[config.mk]
export PLATFORM = sky130hd
export DESIGN_NAME = cas_chg_notify
export DESIGN_NICKNAME = d
export VERILOG_FILES = /design/src/rtl/cas_pkg.sv /design/src/rtl/cas_sig_store.sv /design/src/rtl/cas_chg_detect.sv /design/src/rtl/cas_ins_gate.sv /design/src/rtl/cas_chg_notify.sv
export SDC_FILE = /design/constraint.sdc
export NUM_CORES = 1
export LEC_CHECK = 0
export ABC_AREA = 1
export BUFFER_PORTS_ARGS = -buffer_cell sky130_fd_sc_hd__buf_2
export CAP_MARGIN = 20
export CORE_MARGIN = 2
export CORE_UTILIZATION = 55
export CTS_CLUSTER_DIAMETER = 150
export DETAILED_ROUTE_END_ITERATION = 16
export PLACE_DENSITY = 0.76
export RECOVER_POWER = 100
export SETUP_SLACK_MARGIN = 0.2
export SYNTH_ARGS = -nofsm -noshare
export SYNTH_HDL_FRONTEND = slang
export SYNTH_SLANG_ARGS = --single-unit
[constraint.sdc]
create_clock -name clk -period 11.05 [get_ports clk]
set_clock_uncertainty 0.2 [all_clocks]
set_input_delay 1.105 -clock clk [delete_from_list [all_inputs] [get_ports clk]]
set_output_delay 1.105 -clock clk [all_outputs]
set_load 0.005 [all_outputs]
[src/rtl/cas_pkg.sv]
package cas_pkg;
  localparam int CH_W       = 4;
  localparam int CH_PER_REG = 2;

  typedef struct packed {
    logic       hit;
    logic       multi;
  } chg_flags_t;
endpackage

[src/rtl/cas_sig_store.sv]
module cas_sig_store #(
  parameter int NUM_REG = 12,
  parameter int REG_W   = 8,
  parameter int IDX_W   = 4
) (
  input  logic                     clk,
  input  logic                     rst,
  input  logic                     wr_en,
  input  logic [IDX_W-1:0]         wr_idx,
  input  logic [REG_W-1:0]         wr_data,
  input  logic                     commit,
  input  logic [IDX_W-1:0]         rd_idx,
  output logic [REG_W-1:0]         rd_data,
  output logic [NUM_REG*REG_W-1:0] staged_flat,
  output logic [NUM_REG*REG_W-1:0] held_flat
);
  logic [REG_W-1:0] stage_q [NUM_REG];
  logic [REG_W-1:0] held_q  [NUM_REG];

  for (genvar i = 0; i < NUM_REG; i++) begin : g_reg
    always_ff @(posedge clk) begin
      if (rst) begin
        stage_q[i] <= '0;
        held_q[i]  <= '0;
      end else begin
        if (wr_en && (int'(wr_idx) == i)) stage_q[i] <= wr_data;
        if (commit) held_q[i] <= stage_q[i];
      end
    end
    assign staged_flat[i*REG_W +: REG_W] = stage_q[i];
    assign held_flat[i*REG_W +: REG_W]   = held_q[i];
  end

  always_ff @(posedge clk) begin
    if (rst)                        rd_data <= '0;
    else if (int'(rd_idx) < NUM_REG) rd_data <= held_q[rd_idx];
    else                            rd_data <= '0;
  end
endmodule

[src/rtl/cas_chg_detect.sv]
module cas_chg_detect
  import cas_pkg::*;
#(
  parameter int NUM_CH  = 24,
  parameter int NUM_REG = NUM_CH / CH_PER_REG,
  parameter int REG_W   = CH_W * CH_PER_REG,
  parameter int IDX_W   = 4
) (
  input  logic [NUM_REG*REG_W-1:0] staged_flat,
  input  logic [NUM_REG*REG_W-1:0] held_flat,
  input  logic [NUM_CH-1:0]        excl,
  output chg_flags_t               flags,
  output logic [IDX_W-1:0]         low_idx
);
  logic [NUM_REG-1:0] reg_hit;

  for (genvar r = 0; r < NUM_REG; r++) begin : g_cmp
    logic [CH_PER_REG-1:0] ch_hit;
    for (genvar c = 0; c < CH_PER_REG; c++) begin : g_ch
      localparam int CH = r * CH_PER_REG + c;
      localparam int LO = r * REG_W + c * CH_W;
      assign ch_hit[c] = (staged_flat[LO +: CH_W] != held_flat[LO +: CH_W]) && !excl[CH];
    end
    assign reg_hit[r] = |ch_hit;
  end

  always_comb begin
    int cnt;
    cnt     = 0;
    low_idx = '0;
    for (int r = NUM_REG - 1; r >= 0; r--) begin
      if (reg_hit[r]) begin
        low_idx = IDX_W'(r);
        cnt     = cnt + 1;
      end
    end
    flags.hit   = (cnt != 0);
    flags.multi = (cnt > 1);
  end
endmodule

[src/rtl/cas_ins_gate.sv]
module cas_ins_gate #(
  parameter int NUM_CH = 24
) (
  input  logic              clk,
  input  logic              rst,
  input  logic [NUM_CH-1:0] clr_mask,
  output logic [NUM_CH-1:0] ins_en
);
  always_ff @(posedge clk) begin
    if (rst) ins_en <= '0;
    else     ins_en <= ~clr_mask;
  end
endmodule

[src/rtl/cas_chg_notify.sv]
module cas_chg_notify
  import cas_pkg::*;
#(
  parameter int NUM_CH  = 24,
  localparam int NUM_REG = NUM_CH / CH_PER_REG,
  localparam int REG_W   = CH_W * CH_PER_REG,
  localparam int IDX_W   = $clog2(NUM_REG + 1)
) (
  input  logic              clk,
  input  logic              rst,
  input  logic              mf_strobe,
  input  logic              wr_en,
  input  logic [IDX_W-1:0]  wr_idx,
  input  logic [REG_W-1:0]  wr_data,
  input  logic [IDX_W-1:0]  rd_idx,
  output logic [REG_W-1:0]  rd_data,
  input  logic              stat_rd,
  input  logic              sup_en,
  input  logic [NUM_CH-1:0] clr_mask,
  output logic [NUM_CH-1:0] tx_ins_en,
  output logic              irq,
  output logic [IDX_W-1:0]  chg_ptr,
  output logic              multi_chg
);
  logic [NUM_REG*REG_W-1:0] staged_flat;
  logic [NUM_REG*REG_W-1:0] held_flat;
  logic [NUM_CH-1:0]        excl;
  chg_flags_t               flags;
  logic [IDX_W-1:0]         low_idx;
  logic                     armed_q;

  assign excl = sup_en ? clr_mask : '0;

  cas_sig_store #(.NUM_REG(NUM_REG), .REG_W(REG_W), .IDX_W(IDX_W)) u_store (
    .clk(clk), .rst(rst), .wr_en(wr_en), .wr_idx(wr_idx), .wr_data(wr_data),
    .commit(mf_strobe), .rd_idx(rd_idx), .rd_data(rd_data),
    .staged_flat(staged_flat), .held_flat(held_flat)
  );

  cas_chg_detect #(.NUM_CH(NUM_CH), .NUM_REG(NUM_REG), .REG_W(REG_W), .IDX_W(IDX_W)) u_det (
    .staged_flat(staged_flat), .held_flat(held_flat), .excl(excl),
    .flags(flags), .low_idx(low_idx)
  );

  cas_ins_gate #(.NUM_CH(NUM_CH)) u_ins (
    .clk(clk), .rst(rst), .clr_mask(clr_mask), .ins_en(tx_ins_en)
  );

  always_ff @(posedge clk) begin
    if (rst) begin
      armed_q   <= 1'b0;
      irq       <= 1'b0;
      chg_ptr   <= '0;
      multi_chg <= 1'b0;
    end else begin
      if (stat_rd) begin
        irq       <= 1'b0;
        multi_chg <= 1'b0;
      end
      if (mf_strobe) begin
        armed_q <= 1'b1;
        if (armed_q && flags.hit) begin
          irq       <= 1'b1;
          chg_ptr   <= low_idx;
          multi_chg <= flags.multi;
        end
      end
    end
  end
endmodule

==> reports/summary.txt, run 1 <==
commonest non-fill, non-tap cell in the layout: nor2_1
Layout Nets: 1,440
drt via density: 5.43
Yosys cell types: 37
CP startpoint: sup_en
CTS Buffer Depth: 3
net switching power: 0.000821 W
Die W: 151 µm
DRT Wirelength: 28.9 mm
clk root buf: clkbuf_16
max incr delay on CP: 1.07 ns
antenna cells: 0
WHS: 0.262 ns
HP Start: armed_q
crit-path most repeated cell: nand2_1
IO buf count: 83
Critical Path Sink Type: flop
met3 Use GR: 0.0361
# hold bufs at CTS: 0
Mapped Avg Cell Area: 9.07 µm²
Yosys reg bits: 231
Post-Syn Area: 11,800 µm²
Leak Pwr: 6.14 nW
H-tree level count: 1
Initial Util: 0.561
Slowest-stage cell, CP: clkbuf_1
GRT Util Overall: 0.260
Fin. Hold Viols: 0
multi-input combinational cell area: 4400 µm²
initial antenna violation count: 0
post-CTS sizing: 0
number of synthesized flops with an enable pin: 192
routed vias: 9,100
commonest cells after routing, fill and taps aside: nor2_1 (283), nand2_1 (204), edfxtp_1 (192)
FF-to-FF Start: u_store.stage_q[2][17]
Least-Margin Pin Slew: 4.70 ns
CTS buffer count: 26
met2 Use GR: 0.436
failing checks: capacitance limit, slew limit
RSZ-0062 raised after global routing: false
FFs w/ async S/R, synth: 0
GPL Wtd Cong: 0.892
combinational power share: 0.258
Placeable Area: 21,100 µm²
Die Span Y: 151 µm
vias in the first global route: 8,659
clk slew on worst S/H paths: 0.06 ns
Critical Path AT: 9.39 ns
Pins Over Slew Limit: 271
Post-CTS Setup Bufs: 0
Clock Latency Late Sink: 0.54 ns
Final TNS setup: 0 ns
max-cap viol count: 6
Pwr Density: 194 nW/µm²
period utilisation layout: 0.829
fillers: 1,773
Cells after Synth: 1,304
CTS Sinks: 231
Max Fclk: 109 MHz
Worst VDD drop: 0.132 mV
TritonCTS clock tree: done
layout cells sized above 1: 0.141
largest net degree at the start of global routing: 98
HP Class: reg2reg
area delta synth->final: 12.6%
top_reg_cell synth: edfxtp_1
DRC Markers: 0
Slew Limit Headroom: -2.13
Worst setup SP type: primary input
outcome: complete, but fails checks
worst endpoint required time: 11.28 ns
# rows: 53
met1 Track Usage GR: 0.352
CP max FO: 24
First-pass DRT Iterations: 5
Net Sw Frac: 0.318
power share of the sequential group: 0.402
Post-DRT Antenna Nets: 0
final setup fails: 0
Clock power frac: 0.341
synthesized net count: 1,363
total of warnings raised by yosys: 0
register area: 6550 µm²
most crowded layer after global routing: met2
I/O Pins: 84
Seq/Total Area, Yosys: 0.554
routed len/inst: 17.3 µm
minimum clock period: 9.17 ns
internal power: 0.00176 W
global-route wire length before repair: 45.1 mm
Congestion Overflow GR: 0
1st-iter DRT viols: 738
critical path class: in2reg
post-detail-place hpwl: 19.4 mm
die area: 22,700 µm²
==> cells in the mapped netlist (14+ instances only) <==
cell / instances / area [µm²]
nand3_2: 19 / 190
o21ai_0: 50 / 250
inv_1: 180 / 676
nand2_1: 203 / 762
a21oi_1: 31 / 155
o22ai_1: 14 / 87.6
nand2_2: 30 / 188
clkbuf_1: 38 / 143
nand3_1: 40 / 200
nor2_1: 283 / 1060
edfxtp_1: 192 / 5770
xor2_1: 63 / 552
dfxtp_1: 39 / 781
or2_2: 16 / 100
==> routing by layer <==
metal,vias to the layer above,share of wire
met1,4237,0.40
met5,-,0
met4,0,0.027
met3,56,0.092
li1,4380,-
met2,427,0.48
==> cell type report <==
class	count	share of cell area
Sequential cell	231	0.492
Multi-Input combinational cell	846	0.331
Clock buffer	34	0.0565
Inverter	184	0.0519
Timing Repair Buffer	92	0.0337
Tap cell	275	0.0259
Clock inverter	14	0.00959
==> power groups by stage <==
stage	sequential, W	clock [W]	combinational, W
final	0.00104	0.000880	0.000665
after global routing	0.00104	0.000921	0.000760
after CTS	0.00104	0.000885	0.000678
after detailed placement	0.00105	0	0.000671
after global placement	0.00105	0	0.000652
after floorplan	0.00105	0	0.000545
==> critical path: cells and delay by family <==
family / cells / cell delay, ns
AND/OR/NAND/NOR: 27 / 4.01
adder cells (fa/ha/maj): 9 / 2.51
AO/OA/AOI/OAI: 2 / 0.26
buffers and inverters: 7 / 1.47
==> path summary, 6_finish.rpt <==
check,to,slack (ns),cells after the start
worst max-delay path,chg_ptr[3],1.88,45
worst min-delay path,armed_q,0.26,2
worst max register to register,chg_ptr[3],2.88,46
worst min register to register,armed_q,0.26,2
==> through the flow <==
| step | std cells | worst slack, ns | util | total power [W] | area, µm² |
|---|---|---|---|---|---|
| floorplan | 1304 | 2.87 | - | 0.00159 | 11800 |
| global placement | 1624 | 2.51 | 0.591 | 0.00170 | 12500 |
| detailed placement | 1625 | 2.28 | 0.591 | 0.00172 | 12500 |
| CTS | 1673 | 2.81 | 0.633 | 0.00260 | 13400 |
| global route | 1676 | 1.17 | 0.631 | 0.00272 | 13300 |
| finish | 1676 | 1.88 | 0.631 | 0.00258 | 13300 |
==> kinds of logic (layout without fill, tap and decap cells) <==
family / Yosys count / in the layout / share of synthesized area
buffers and inverters: 227 / 324 / 0.0722
AND/OR/NAND/NOR: 629 / 629 / 0.240
flip-flops: 231 / 231 / 0.554
AO/OA/AOI/OAI: 132 / 132 / 0.0673
XOR/XNOR: 72 / 72 / 0.0533
adder cells (fa/ha/maj): 13 / 13 / 0.0138
==> flip-flops by register name, indices dropped and copies added (netlist names) <==
name             cells
multi_chg            1
chg_ptr              4
irq                  1
armed_q              1
u_store.rd_data      8
u_store.held_q      96
u_store.stage_q     96
u_ins.ins_en        24
Note: power is estimated with default switching activity, not from simulation.
==> run 2: changes to the inputs <==
- PLACE_DENSITY: 0.76 -> 0.79
- clock period: 11.05 -> 7.66 ns (I/O delays scaled with it)
==> run 2 against run 1 <==
Compared with the run above: the flow still finishes with violations (capacitance limit, slew limit); non-clock buffer count up 20; critical path depth up 5; die area unchanged; critical path type is now reg2reg.
==> reports/summary.txt, run 2 (same netlist as run 1, synthesis figures left out) <==
outcome: complete, but fails checks
failing checks: capacitance limit, slew limit
Critical Path Sink Type: flop
routed len/inst: 17.9 µm
clk slew on worst S/H paths: 0.06 ns
clk root buf: clkbuf_16
CTS Sinks: 231
Worst setup SP type: flop
First-pass DRT Iterations: 6
Least-Margin Pin Slew: 3.54 ns
Post-Place Cells: 1,627
Slowest-stage cell, CP: edfxtp_1
largest net degree at the start of global routing: 64
routed vias: 9,263
I/O Pins: 84
Initial Util: 0.561
Final TNS setup: 0 ns
Max Fclk: 138 MHz
DRC Markers: 0
worst endpoint required time: 7.86 ns
commonest cells after routing, fill and taps aside: nor2_1 (282), nand2_1 (192), edfxtp_1 (192)
initial antenna violation count: 1
commonest non-fill, non-tap cell in the layout: nor2_1
H-tree level count: 1
Fin. Hold Viols: 0
crit-path most repeated cell: nand2_2
Worst VDD drop: 0.178 mV
TritonCTS clock tree: done
RSZ-0062 raised after global routing: false
area delta synth->final: 14.7%
non-filler cells in the finished layout: 1,694
layout cells sized above 1: 0.167
period utilisation layout: 0.944
Die W: 151 µm
minimum clock period: 7.23 ns
register area: 6550 µm²
Post-DRT Antenna Nets: 0
multi-input combinational cell area: 4600 µm²
post-detail-place hpwl: 20.1 mm
GPL Wtd Cong: 0.913
max incr delay on CP: 0.38 ns
DRT Wirelength: 30.4 mm
Die Span Y: 151 µm
# hold bufs at CTS: 0
final core occ: 0.643
die area: 22,700 µm²
final setup fails: 0
Clock Latency Late Sink: 0.51 ns
drt via density: 5.47
IO buf count: 83
Layout Nets: 1,459
GRT Util Overall: 0.268
CTS Buffer Depth: 3
vias in the first global route: 9,043
fillers: 1,725
Critical Path AT: 7.43 ns
Slew Limit Headroom: -1.36
critical path class: reg2reg
HP Class: in2reg
1st-iter DRT viols: 921
Pins Over Slew Limit: 252
CP max FO: 6
Congestion Overflow GR: 0
largest registers: u_store.held_q (96), u_store.stage_q (96), u_ins.ins_en (24)
CTS buffer count: 25
# rows: 53
post-layout power: 0.00390 W
Pwr Density: 287 nW/µm²
Placeable Area: 21,100 µm²
global-route wire length before repair: 46.5 mm
max-cap viol count: 6
Leak Pwr: 6.19 nW
run 2: critical path, delay by kind of cell (launching register included):
| kind | cells | cell delay, ns |
|---|---|---|
| compound gates | 2 | 0.43 |
| flops | 1 | 0.38 |
| fa+ha+maj | 8 | 1.98 |
| simple gates | 28 | 3.07 |
| buf+inv | 12 | 1.05 |
run 2: metal layers:
| layer | track usage | share of wire | vias up |
|---|---|---|---|
| li1 | - | - | 4415 |
| met1 | 0.340 | 0.38 | 4360 |
| met4 | 0.0944 | 0.033 | 0 |
| met3 | 0.0518 | 0.091 | 76 |
| met5 | 0 | 0 | - |
| met2 | 0.459 | 0.49 | 412 |
run 2: layout make-up:
type / count / share of cell area
Clock inverter: 6 / 0.00599
Sequential cell: 231 / 0.482
Antenna cell: 1 / 0.000184
Inverter: 184 / 0.0511
Multi-Input combinational cell: 846 / 0.339
Tap cell: 275 / 0.0254
Timing Repair Buffer: 112 / 0.0443
Clock buffer: 39 / 0.0515
run 2: final timing paths:
path	start	end	slack [ns]	depth (start not counted)
min reg2reg	armed_q	armed_q	0.25	2
min	clr_mask[5]	u_ins.ins_en[5]	0.22	2
max reg2reg	u_store.stage_q[2][21]	chg_ptr[2]	0.43	50
max	u_store.stage_q[2][21]	chg_ptr[2]	0.43	50
run 2: what timing repair did:
action / 4_1_cts / 5_1_grt
setup buffers: 11 / 5
gates resized for setup: 6 / 26
endpoints found under the setup margin: 6 / 6
pin swaps: 16 / 17
endpoints found under the hold margin: 0 / 0
run 2: through the flow:
stage	hold WS, ns	setup WS, ns	area, µm²
finish	0.224	0.432	13600
global route	0.211	0.113	13600
CTS	0.212	0.224	13400
detailed placement	0.242	-0.0858	12500
global placement	0.238	0.116	12500
floorplan	0.227	0.200	11900
run 2: where the power goes:
group | leakage [nW] | switching, W | internal (W)
clock network | 0.374 | 0.000477 | 0.000691
registers | 2.31 | 0.0000488 | 0.00145
logic | 3.51 | 0.000742 | 0.000490
==> run 3: changes to the inputs <==
- CORE_ASPECT_RATIO: not set -> 1.25
- PLACE_DENSITY: 0.79 -> 0.76
- clock period: 7.66 -> 7.55 ns (I/O delays scaled with it)
==> run 3 against run 2 <==
Compared with the run above: the flow still finishes with violations (capacitance limit, slew limit); fmax shrank 0.68%; sequential power is essentially flat; setup slack lost 0.16 ns; utilization grew 1.9 points; sequential cell count is the same; critical endpoint is now chg_ptr[3].
==> reports/summary.txt, run 3 (same netlist as run 1, synthesis figures left out) <==
post-detail-place hpwl: 20.1 mm
GRT Util Overall: 0.269
vias in the first global route: 9,215
H-tree level count: 1
post-layout power: 0.00438 W
antenna cells: 0
routed len/inst: 18.3 µm
CTS Sinks: 231
# rows: 60
commonest cells after routing, fill and taps aside: nor2_1 (282), edfxtp_1 (192), nand2_1 (179)
DRC Markers: 0
DRT Wirelength: 31.7 mm
minimum clock period: 7.28 ns
CTS Buffer Depth: 3
largest registers: u_store.held_q (96), u_store.stage_q (96), u_ins.ins_en (24)
final setup fails: 0
area delta synth->final: 19.4%
critical path class: reg2reg
Placeable Area: 21,300 µm²
failing checks: capacitance limit, slew limit
Pwr Density: 310 nW/µm²
Die W: 135 µm
Die Span Y: 168 µm
Initial Util: 0.555
Worst VDD drop: 0.235 mV
HP Class: in2reg
routed vias: 9,463
global-route wire length before repair: 47.2 mm
commonest non-fill, non-tap cell in the layout: nor2_1
WHS: 0.188 ns
Slowest-stage cell, CP: edfxtp_1
Clock Latency Late Sink: 0.53 ns
outcome: complete, but fails checks
IO buf count: 83
TritonCTS clock tree: done
largest net degree at the start of global routing: 73
1st-iter DRT viols: 936
Post-DRT Antenna Nets: 0
Layout Nets: 1,494
layout cells sized above 1: 0.213
drt via density: 5.46
# hold bufs at CTS: 0
Critical Path AT: 7.49 ns
clk root buf: clkbuf_16
Critical Path Sink Type: flop
Final TNS setup: 0 ns
max incr delay on CP: 0.43 ns
crit-path most repeated cell: buf_6
GPL Wtd Cong: 0.860
First-pass DRT Iterations: 7
clk slew on worst S/H paths: 0.07 ns
Congestion Overflow GR: 0
max-cap viol count: 6
initial antenna violation count: 0
worst endpoint required time: 7.76 ns
Slew Limit Headroom: -0.646
Leak Pwr: 6.43 nW
Max Fclk: 137 MHz
CTS buffer count: 25
Pins Over Slew Limit: 260
die area: 22,700 µm²
period utilisation layout: 0.964
CP max FO: 6
Worst setup SP type: flop
Fin. Hold Viols: 0
I/O Pins: 84
Least-Margin Pin Slew: 2.47 ns
run 3: layout make-up:
cell class	instances	area, µm²
fill	1597	7200
clock inverter	14	124
sequential	231	6550
multi-input combinational	846	4790
tap	279	349
clock buffer	31	678
inverter	184	698
timing repair buffer	147	935
run 3: report_power, final:
group	switching [W]	internal [W]	total [W]
combinational	0.000935	0.000725	0.00166
sequential	0.0000472	0.00147	0.00152
clock	0.000503	0.000703	0.00121
run 3: per-stage QoR:
stage	cell area, µm²	setup WS (ns)	std cells	util
2_1_floorplan	11900	0.207	1304	-
3_3_place_gp	12600	0.0554	1636	0.590
3_5_place_dp	12600	-0.123	1637	0.590
4_1_cts	13700	0.192	1718	0.641
5_1_grt	14100	-0.0414	1732	0.662
6_report	14100	0.273	1732	0.662
run 3: path summary, 6_finish.rpt:
check	from	endpoint	slack, ns	cells after the start
worst max-delay path	u_store.stage_q[2][28]	chg_ptr[3]	0.27	59
worst min-delay path	clr_mask[18]	u_ins.ins_en[18]	0.19	2
worst max register to register	u_store.stage_q[2][28]	chg_ptr[3]	0.27	59
worst min register to register	armed_q	armed_q	0.26	2
run 3: timing repair:
item	CTS	global route
resized for setup	5	89
endpoints found under the setup margin	6	6
pin swaps	13	46
setup buffers	36	13
run 3: critical path, delay by kind of cell (launching register included):
family	cells	cell delay, ns
XOR/XNOR	1	0.22
flip-flops	1	0.43
AND/OR/NAND/NOR	29	2.76
AO/OA/AOI/OAI	1	0.37
buffers and inverters	25	2.58
adder cells (fa/ha/maj)	3	0.58
run 3: layer usage:
layer  up-vias  share of wire  track usage
li1       4483              -            -
met4         0          0.055        0.136
met3       112          0.058       0.0301
met2       374           0.51        0.479
met1      4494           0.37        0.319
met5         -              0            0
